### src/rtl/pwri_pkg.sv
package pwri_pkg;
  typedef enum logic {
    ST_IDLE = 1'b0,
    ST_RUN  = 1'b1
  } pwri_state_e;
endpackage

### src/rtl/pwri_cla.sv
module pwri_cla #(
  parameter int W = 12
) (
  input  logic [W-1:0] a,
  input  logic [W-1:0] b,
  input  logic         cin,
  output logic [W-1:0] sum,
  output logic         cout
);
  // W must be a multiple of 4; carries look ahead inside each nibble
  localparam int NBLK = W / 4;

  logic [NBLK:0] bc;
  logic [W-1:0]  c;

  assign bc[0] = cin;

  genvar k;
  generate
    for (k = 0; k < NBLK; k++) begin : g_blk
      logic [3:0] g;
      logic [3:0] p;
      assign g = a[4*k+3:4*k] & b[4*k+3:4*k];
      assign p = a[4*k+3:4*k] ^ b[4*k+3:4*k];
      assign c[4*k]   = bc[k];
      assign c[4*k+1] = g[0] | (p[0] & bc[k]);
      assign c[4*k+2] = g[1] | (p[1] & g[0]) | (p[1] & p[0] & bc[k]);
      assign c[4*k+3] = g[2] | (p[2] & g[1]) | (p[2] & p[1] & g[0])
                      | (p[2] & p[1] & p[0] & bc[k]);
      assign bc[k+1]  = g[3] | (p[3] & g[2]) | (p[3] & p[2] & g[1])
                      | (p[3] & p[2] & p[1] & g[0]) | ((&p) & bc[k]);
    end
  endgenerate

  assign sum  = a ^ b ^ c;
  assign cout = bc[NBLK];
endmodule

### src/rtl/pwri_squarer.sv
module pwri_squarer #(
  parameter int SMP_W = 6,
  parameter int SQ_W  = 2 * SMP_W
) (
  input  logic             clk,
  input  logic             rst_n,
  input  logic             flush,
  input  logic             in_valid,
  input  logic [SMP_W-1:0] in_data,
  output logic             sq_valid,
  output logic [SQ_W-1:0]  sq_data
);
  localparam int NDIG = (SMP_W + 1) / 2;

  logic signed [SQ_W-1:0] a_ext;
  logic signed [SQ_W-1:0] pp;
  logic signed [SQ_W-1:0] prod;
  logic [2*NDIG:0]        rec;

  // radix-4 recoding, multiplier and multiplicand are the same sample
  always_comb begin
    a_ext = {{(SQ_W-SMP_W){in_data[SMP_W-1]}}, in_data};
    rec   = {a_ext[2*NDIG-1:0], 1'b0};
    prod  = '0;
    for (int i = 0; i < NDIG; i++) begin
      case (rec[2*i +: 3])
        3'b001, 3'b010: pp = a_ext;
        3'b011:         pp = a_ext <<< 1;
        3'b100:         pp = -(a_ext <<< 1);
        3'b101, 3'b110: pp = -a_ext;
        default:        pp = '0;
      endcase
      prod = prod + (pp <<< (2 * i));
    end
  end

  always_ff @(posedge clk or negedge rst_n) begin
    if (!rst_n) begin
      sq_valid <= 1'b0;
      sq_data  <= '0;
    end else begin
      sq_valid <= in_valid & ~flush;
      if (in_valid && !flush) begin
        sq_data <= prod;
      end
    end
  end


  no_unqualified_sq_chk: assert property (@(posedge clk) disable iff (!rst_n)
    !in_valid |=> !sq_valid);
endmodule

### src/rtl/pwri_ctrl.sv
module pwri_ctrl
  import pwri_pkg::*;
#(
  parameter int          LEN_W       = 32,
  parameter int unsigned DEFAULT_WIN = 20_000_000
) (
  input  logic             clk,
  input  logic             rst_n,
  input  logic             clr,
  input  logic             enable,
  input  logic             sq_valid,
  input  logic [LEN_W-1:0] win_len,
  output logic             flush,
  output logic             close
);
  pwri_state_e      state_q, state_d;
  logic [LEN_W-1:0] win_q, win_d;
  logic [LEN_W-1:0] cnt_q, cnt_d;
  logic [LEN_W-1:0] eff_len;

  assign flush   = clr | ~enable;
  assign eff_len = (win_len == '0) ? LEN_W'(DEFAULT_WIN) : win_len;
  assign close   = (state_q == ST_RUN) && sq_valid && (cnt_q == win_q - LEN_W'(1));

  always_comb begin
    state_d = state_q;
    win_d   = win_q;
    cnt_d   = cnt_q;
    if (flush) begin
      state_d = ST_IDLE;
      cnt_d   = '0;
    end else if (state_q == ST_IDLE) begin
      state_d = ST_RUN;
      win_d   = eff_len;
      cnt_d   = '0;
    end else if (sq_valid) begin
      if (close) begin
        win_d = eff_len;
        cnt_d = '0;
      end else begin
        cnt_d = cnt_q + LEN_W'(1);
      end
    end
  end

  always_ff @(posedge clk or negedge rst_n) begin
    if (!rst_n) begin
      state_q <= ST_IDLE;
      win_q   <= '0;
      cnt_q   <= '0;
    end else begin
      state_q <= state_d;
      win_q   <= win_d;
      cnt_q   <= cnt_d;
    end
  end


  idle_no_square_chk: assert property (@(posedge clk) disable iff (!rst_n)
    (state_q == ST_IDLE) |-> !sq_valid);
endmodule

### src/rtl/pwri_accum.sv
module pwri_accum #(
  parameter int LO_W = 12,
  parameter int HI_W = 20,
  parameter int SQ_W = 12,
  localparam int SUM_W = LO_W + HI_W
) (
  input  logic             clk,
  input  logic             rst_n,
  input  logic             flush,
  input  logic             add_en,
  input  logic             close,
  input  logic [SQ_W-1:0]  addend,
  output logic [SUM_W-1:0] pwr_word,
  output logic             pwr_valid,
  output logic             ovf_flag
);
  logic [LO_W-1:0] lo_q, lo_sum, nxt_lo;
  logic [HI_W-1:0] hi_q, nxt_hi;
  logic            ovf_q, lo_cout, hi_wrap, sat;
  logic [LO_W-1:0] addend_ext;

  assign addend_ext = LO_W'(addend);

  pwri_cla #(.W(LO_W)) i_cla (
    .a    (lo_q),
    .b    (addend_ext),
    .cin  (1'b0),
    .sum  (lo_sum),
    .cout (lo_cout)
  );

  assign hi_wrap = lo_cout & (&hi_q);
  assign sat     = ovf_q | hi_wrap;

  always_comb begin
    if (sat) begin
      nxt_lo = '1;
      nxt_hi = '1;
    end else begin
      nxt_lo = lo_sum;
      nxt_hi = lo_cout ? hi_q + HI_W'(1) : hi_q;
    end
  end

  always_ff @(posedge clk or negedge rst_n) begin
    if (!rst_n) begin
      lo_q      <= '0;
      hi_q      <= '0;
      ovf_q     <= 1'b0;
      pwr_word  <= '0;
      pwr_valid <= 1'b0;
      ovf_flag  <= 1'b0;
    end else if (flush) begin
      lo_q      <= '0;
      hi_q      <= '0;
      ovf_q     <= 1'b0;
      pwr_valid <= 1'b0;
    end else begin
      pwr_valid <= add_en & close;
      if (add_en) begin
        if (close) begin
          lo_q     <= '0;
          hi_q     <= '0;
          ovf_q    <= 1'b0;
          pwr_word <= {nxt_hi, nxt_lo};
          ovf_flag <= sat;
        end else begin
          lo_q  <= nxt_lo;
          hi_q  <= nxt_hi;
          ovf_q <= sat;
        end
      end
    end
  end


  sat_word_chk: assert property (@(posedge clk) disable iff (!rst_n)
    (pwr_valid && ovf_flag) |-> (&pwr_word));

  hold_result_chk: assert property (@(posedge clk) disable iff (!rst_n)
    !pwr_valid |-> ($stable(pwr_word) && $stable(ovf_flag)));
endmodule

### src/rtl/pwr_integrator.sv
module pwr_integrator #(
  parameter int          SMP_W       = 6,
  parameter int          LO_W        = 12,
  parameter int          HI_W        = 20,
  parameter int          LEN_W       = 32,
  parameter int unsigned DEFAULT_WIN = 20_000_000,
  localparam int SUM_W = LO_W + HI_W,
  localparam int SQ_W  = 2 * SMP_W
) (
  input  logic             clk,
  input  logic             rst_n,
  input  logic             clr,
  input  logic             enable,
  input  logic             smp_valid,
  input  logic [SMP_W-1:0] smp_data,
  input  logic [LEN_W-1:0] win_len,
  output logic [SUM_W-1:0] pwr_word,
  output logic             pwr_valid,
  output logic             ovf_flag
);
  logic            flush;
  logic            close;
  logic            sq_valid;
  logic [SQ_W-1:0] sq_data;

  pwri_ctrl #(.LEN_W(LEN_W), .DEFAULT_WIN(DEFAULT_WIN)) i_ctrl (
    .clk      (clk),
    .rst_n    (rst_n),
    .clr      (clr),
    .enable   (enable),
    .sq_valid (sq_valid),
    .win_len  (win_len),
    .flush    (flush),
    .close    (close)
  );

  pwri_squarer #(.SMP_W(SMP_W), .SQ_W(SQ_W)) i_sq (
    .clk      (clk),
    .rst_n    (rst_n),
    .flush    (flush),
    .in_valid (smp_valid),
    .in_data  (smp_data),
    .sq_valid (sq_valid),
    .sq_data  (sq_data)
  );

  pwri_accum #(.LO_W(LO_W), .HI_W(HI_W), .SQ_W(SQ_W)) i_acc (
    .clk       (clk),
    .rst_n     (rst_n),
    .flush     (flush),
    .add_en    (sq_valid),
    .close     (close),
    .addend    (sq_data),
    .pwr_word  (pwr_word),
    .pwr_valid (pwr_valid),
    .ovf_flag  (ovf_flag)
  );


  disable_quiet_chk: assert property (@(posedge clk) disable iff (!rst_n)
    !enable |=> !pwr_valid);

  clear_quiet_chk: assert property (@(posedge clk) disable iff (!rst_n)
    clr |=> !pwr_valid);

  strobe_source_chk: assert property (@(posedge clk) disable iff (!rst_n)
    pwr_valid |-> $past(sq_valid));
endmodule

### config.mk
export PLATFORM = sky130hd
export DESIGN_NAME = pwr_integrator
export DESIGN_NICKNAME = d
export VERILOG_FILES = /design/src/rtl/pwri_pkg.sv /design/src/rtl/pwri_cla.sv /design/src/rtl/pwri_squarer.sv /design/src/rtl/pwri_ctrl.sv /design/src/rtl/pwri_accum.sv /design/src/rtl/pwr_integrator.sv
export SDC_FILE = /design/constraint.sdc
export NUM_CORES = 1
export LEC_CHECK = 0
export ABC_AREA = 0
export BUFFER_PORTS_ARGS = -buffer_cell sky130_fd_sc_hd__buf_2
export CELL_PAD_IN_SITES_DETAIL_PLACEMENT = 0
export CELL_PAD_IN_SITES_GLOBAL_PLACEMENT = 1
export CORE_AREA = 2 2 150 152
export DETAILED_ROUTE_END_ITERATION = 8
export DIE_AREA = 0 0 152 154
export MAX_ROUTING_LAYER = met4
export PLACE_DENSITY = 0.86
export RECOVER_POWER = 50
export SKIP_CTS_REPAIR_TIMING = 1
export SYNTH_ARGS = -nofsm -noshare
export SYNTH_HDL_FRONTEND = slang
export SYNTH_SLANG_ARGS = --single-unit
### constraint.sdc
create_clock -name clk -period 4.85 [get_ports clk]
set_input_delay 0.2425 -clock clk [delete_from_list [all_inputs] [get_ports clk]]
set_output_delay 0.2425 -clock clk [all_outputs]
set_load 0.005 [all_outputs]
# Word-level counts from Yosys, hierarchy flattened
# Cells that the tools add are included.
dict set report classes {
  add_sub_neg 7
  mul 0
  div 0
  order_cmp 0
  n_eq_ne 19
  shifts 0
  mux 25
  bitwise_logic 80
  n_reduce_logical 15
}
# operator n
set ops {}
lappend ops {{two-way mux 32 bit} 8}
lappend ops {{two-way mux 20 bit} 5}
lappend ops {{two-way mux 12 bit} 4}
lappend ops {{bitwise AND 1 bit} 42}
lappend ops {{case mux 10 bit (4 select lines)} 1}
lappend ops {{case mux 12 bit (3 select lines)} 1}
lappend ops {{adder 32 x 1 -> 32 bit (second input constant)} 1}
lappend ops {{== test 32 bit} 1}
lappend ops {{zero test 32 bit} 1}
lappend ops {{case mux 8 bit (4 select lines)} 1}
lappend ops {{subtractor 32 x 1 -> 32 bit (second input constant)} 1}
lappend ops {{OR 1 bit} 28}
lappend ops {{adder 12 bit} 2}
lappend ops {{XOR 12 bit} 2}
lappend ops {{adder 20 x 1 -> 20 bit (second input constant)} 1}
lappend ops {{AND reduction 20 bit} 1}
lappend ops {{== test 3 bit (second input constant)} 6}
lappend ops {{bitwise AND 4 bit} 3}
lappend ops {{== test 3 x 2 -> 1 bit (second input constant)} 4}
lappend ops {{negation 6 -> 12 bit} 1}
lappend ops {{negation 7 -> 12 bit} 1}
lappend ops {{XOR 4 bit} 3}
lappend ops {{AND reduction 4 bit} 2}
lappend ops {{OR reduction 2 bit} 4}
lappend ops {{other kinds (11)} 22}
dict set report word_totals {
  ff_bits 145
  latch_bits 0
  ram_bits 0
  mem_bits_ro 0
  input_bits 43
  output_inout_bits 34
  elab_cells 157
  n_memories 0
}

# Depth between registers and ports, before layout
dict set report depth {
  ltp_word 15
  mapped_depth 20
  ltp_nobuf 18
}

# Modules after synthesis
# From an unflattened synthesis, not the netlist that was laid out.
dict set report unflattened {
  hier_cells 1065
  area_unflattened_um2 9753.1
}
# module instances cells_per_inst area_per_inst_um2 seq_area_each_um2
set by_module_without_submodules {}
lappend by_module_without_submodules {pwri_ctrl 1 455 4331.7 1626.6}
lappend by_module_without_submodules {pwri_accum 1 330 3135.5 1676.6}
lappend by_module_without_submodules {pwri_squarer 1 215 1729.2 325.3}
lappend by_module_without_submodules {pwri_cla 1 65 556.8 0.0}

# Worst setup path after synthesis
# No wires, ideal clock.
dict set report synth_path {
  path_kind {input to register}
  start {input smp_data[1]}
  end {register i_sq.sq_data[10]}
  setup_time_ps 135
  arrival_time_ps 3904
  t_required_ps 4715
  path_slack_ps 811
  cell_stages 20
  path_buffers 3
  cell_sequence {clkbuf_1 > inv_1 > ha_1 > clkbuf_1 > or3b_2 > clkbuf_1 > nor2_1 > o21ai_0 > a31o_2 > fa_1 > inv_1 > ha_1 > a21o_1 > a21oi_1 > o21bai_1 > a21oi_1 > o21bai_1 > a21oi_1 > xor2_1 > o21ai_0}
}
dict set report synth_via {
  elab_chain_cells 5
  elab_cells_between_ends 18
}
# element line
set synth_lines {}
lappend synth_lines {{start: declaration} pwr_integrator.sv:15} ;# input logic [SMP_W-1:0] smp_data,
lappend synth_lines {{parallel branches: the longest is 4 deep, another holds negation 7 -> 12 bit} --}
lappend synth_lines {{adder 12 bit (*)} pwri_squarer.sv:33} ;# prod = prod + (pp <<< (2 * i));
lappend synth_lines {{end signal: assignment} pwri_squarer.sv:44} ;# sq_data <= prod;
lappend synth_lines {{end: declaration} pwri_squarer.sv:11} ;# output logic [SQ_W-1:0] sq_data
# Mark *: on every way between the ends.
# A chain may end at the register's enable or synchronous reset.

# Final worst setup path
dict set report layout_path {
  start {register i_ctrl.win_q[25]}
  end {register i_acc.pwr_word[13]}
}
dict set report layout_via {
  elab_chain_cells 4
}
# element line
set layout_lines {}
lappend layout_lines {{start: declaration} pwri_ctrl.sv:17} ;# logic [LEN_W-1:0] win_q, win_d;
lappend layout_lines {{start signal: assignment} pwri_ctrl.sv:53} ;# win_q <= win_d;
lappend layout_lines {{subtractor 32 x 1 -> 32 bit} pwri_ctrl.sv:23} ;# assign close = (state_q == ST_RUN) && sq_valid && (cnt_q == win_q - LEN_W'(1));
lappend layout_lines {{== test 32 bit} pwri_ctrl.sv:23}
lappend layout_lines {{logical AND 1 bit} pwri_ctrl.sv:23}
lappend layout_lines {{AND reduction 3 bit (no line)} --}
lappend layout_lines {{end signal: assignment} pwri_accum.sv:65} ;# pwr_word <= {nxt_hi, nxt_lo};
lappend layout_lines {{end: declaration} pwri_accum.sv:13} ;# output logic [SUM_W-1:0] pwr_word,
# No other way between the ends.

==> results_dict.tcl <==
set metrics [dict create \
    grt_max_degree 115 \
    hold_end "i_ctrl.win_q[29]$_DFFE_PN0P_" \
    dr_total_vias 8481 \
    period_share_pct 87.8 \
    io_buffers 76 \
    yosys-top-cells-count "dfrtp_1 (145), nand2_1 (107), nor2_1 (63)" \
    dp_slack_ps 677 \
    hold_viol 0 \
    grt_setup_unrepaired "false" \
    cts_root_buf "clkbuf_16" \
    antenna_found_initial 1 \
    maxSlewHeadroom_pct -94.2 \
    cp_slowest_cell "nand4_1" \
    clk_latency_ps 420 \
    critPathTopFamily "simple AND/OR/NAND/NOR gates" \
    leakage_nw 4.97 \
    worstPathRequired_ps 5160 \
    regToRegEndpoint "i_acc.pwr_word[13]$_DFFE_PN0P_" \
    cts_made_buffers 17 \
    finClkSkew_ps 9.96 \
    htreeDepth 4 \
    reg2reg_slack_ps 590 \
    io_pins 77 \
    fp.dieArea_um2 23400 \
    chipHeight_um 154 \
    synth_area_um2 10100 \
    grt.total_usage_pct 21.9 \
    synth_ff_type "dfrtp_1" \
    dp_hpwl_um 17300 \
    wl_per_cell_um 17.0 \
    worst_setup_path_end_kind "flip-flop" \
    fin_crit_ps 4260 \
    r2r_cells 9 \
    totalWireLength_um 24500 \
    critPathBufInv 1 \
    clkTransAtPathRegs_ps 70 \
    via_per_inst 5.89 \
    violations "capacitance limit, slew limit" \
    die_x_um 152 \
    netlist.area_leader.share_pct 36.1 \
    drt-initial-drc-count 595 \
    core_um2 21700 \
    synth.avg_cell_area_um2 9.09 \
    ys_ff_latch 145 \
    drc 0 \
    max_freq_mhz 235 \
    utilization_pct 51.6 \
    drv_cap 2 \
    synthDistinctLibCells 74 \
    place_area_um2 10600 \
    fin_tns_setup_ps 0 \
    worstHoldStart "win_len[29]" \
    crit_type "reg2reg" \
    ant_nets 0 \
    areaGrowthSynthToFinish_pct 11.2 \
    rr_startpoint "i_ctrl.win_q[25]$_DFFE_PN0P_" \
    ir_drop_v 0.000170 \
    layout-drive-gt1-share_pct 15.7 \
    start_kind "flip-flop" \
    syn-instance-count 1107 \
    cts_tree "built" \
    synth_edf_count 0 \
    finalSetupViolCount 0 \
    synthArstFlopShare_pct 100 \
    hold_class "in2reg" \
    routabilityCongestion 0.908 \
    cts.sinks 145 \
    min_path_cells 2 \
    max_stage_delay_ps 560 \
    start_util_pct 46.4 \
    yosysWarningCount 0 \
    cp_cell_sequence "or2_1 > or4_1 > a2111oi_0 > o211ai_1 > a2111oi_1 > nand4_1 > nor2_4 > buf_4 > mux2_2" \
    fin_area_um2 11200 \
    dr.pass1.iters 5 \
    synth_area_leader_cell "dfrtp_1" \
    cp_max_fo 33 \
    row_count 54 \
    arrival_ps 4570 \
    outcome "finished with violations" \
    syn_nets 1193 \
    clock_tree.buffer_depth 2 \
    worstMarginPinSlew_ps 2910 \
    grt_pass1_vias 8301 \
    nNetsFinal 1233 \
    drv_slew 148 \
    yosys-top-cells-area "dfrtp_1 (36%), mux2_2 (6.4%), xnor2_1 (4.5%), nand2_1 (4.0%), ha_1 (4.0%)" \
    seq_area_frac_synth_pct 36.1 \
    setup_slack_ps 592 \
    yosysMostFrequentCell "dfrtp_1" \
    powerDensity_nw_per_um2 314 \
    grt_first_pass_wirelength_um 41700 \
    globalRoute.totalOverflow 0 \
]
final cells by class:
type                    count  area [um2]
well taps                 280         350
inverters                  51         191
diodes                      1        2.50
flip-flops and latches    145        3630
clock inverters            15         214
clock buffers              17         425
fillers                  2045       10500
repair buffers             89         452
multi-input cells         843        5930
state kept, by name, summed over array words and instances, names as in the netlist:
register         cells
i_sq.sq_valid        1
i_ctrl.state_q       1
i_ctrl.win_q        32
i_acc.pwr_valid      1
i_acc.hi_q          20
i_acc.lo_q          12
i_acc.pwr_word      32
i_ctrl.cnt_q        32
i_acc.ovf_q          1
i_acc.ovf_flag       1
i_sq.sq_data        12
how the worst max path moves through the flow:
stage                                       from                             end  slack [ps]  depth (start not counted)
floorplan                            smp_data[1]    i_sq.sq_data[10]$_DFFE_PN0P_         810                         20
global placement                     smp_data[1]    i_sq.sq_data[10]$_DFFE_PN0P_         730                         18
detailed placement                   smp_data[1]    i_sq.sq_data[10]$_DFFE_PN0P_         680                         18
CTS                 i_ctrl.win_q[25]$_DFFE_PN0P_  i_acc.pwr_word[13]$_DFFE_PN0P_         650                          9
global route        i_ctrl.win_q[25]$_DFFE_PN0P_  i_acc.pwr_word[13]$_DFFE_PN0P_         360                          9
finish              i_ctrl.win_q[25]$_DFFE_PN0P_  i_acc.pwr_word[13]$_DFFE_PN0P_         590                          9
report_power, final:
part	internal (W)	switching (W)	total [W]
combinational	0.000297	0.000377	0.000673
clock	0.000840	0.000593	0.00143
sequential	0.00130	0.000115	0.00141
total	0.00243	0.00109	0.00352
logic make-up after synthesis:
family / synth area share [%]
muxes: 7.48
DFF: 36.1
adders and majority gates: 6.17
AOI/OAI and AO/OA: 17.0
xor gates and xnor gates: 6.96
buffers and inverters: 5.10
and+or+nand+nor: 21.3
worst register-to-register path: cells and delay by family (launching register included):
family | cells | cell delay, ps
flops | 1 | 450
buf+inv | 1 | 420
compound gates | 3 | 1240
simple gates | 4 | 1630
mux | 1 | 420
layout by cell type (no fill, tap or decap), types with 11 or more instances in the layout:
master | Yosys | routed
o21ai_0 | 45 | 45
clkbuf_1 | 50 | 19
nor4_1 | 22 | 22
a21o_1 | 16 | 16
a21oi_1 | 46 | 45
mux2_2 | 57 | 57
nor3_1 | 20 | 20
buf_4 | 0 | 12
inv_1 | 51 | 51
a22oi_1 | 18 | 18
o31ai_1 | 21 | 21
clkbuf_16 | 0 | 17
nand2_1 | 107 | 107
xor2_1 | 28 | 28
ha_1 | 32 | 32
dfrtp_1 | 145 | 145
xnor2_1 | 52 | 52
nor2_1 | 63 | 63
fa_1 | 11 | 11
a22o_1 | 14 | 14
and3_1 | 30 | 30
nand2b_1 | 20 | 20
and2_1 | 11 | 11
nand4_1 | 33 | 33
nand3_1 | 30 | 30
o211ai_1 | 11 | 11
buf_2 | 4 | 57
per-layer routing:
layer / wire [um] / part of all wire (%) / track usage [%] / vias up
met2: 11800 / 48 / 36.3 / 178
met5: 0 / 0 / - / -
li1: - / - / - / 4121
met4: 601 / 2.5 / 7.57 / 0
met3: 808 / 3.3 / 2.71 / 44
met1: 11300 / 46 / 28.0 / 4138
per-stage QoR:
stage | std cells | total power [W] | hold WS [ps]
2_1_floorplan | 1107 | 0.00191 | -53.1
3_3_place_gp | 1408 | 0.00209 | 468
3_5_place_dp | 1408 | 0.00211 | 471
4_1_cts | 1440 | 0.00354 | 16.8
5_1_grt | 1441 | 0.00369 | 66.1
6_report | 1441 | 0.00352 | 65.5
(Power assumes the default switching activity.)
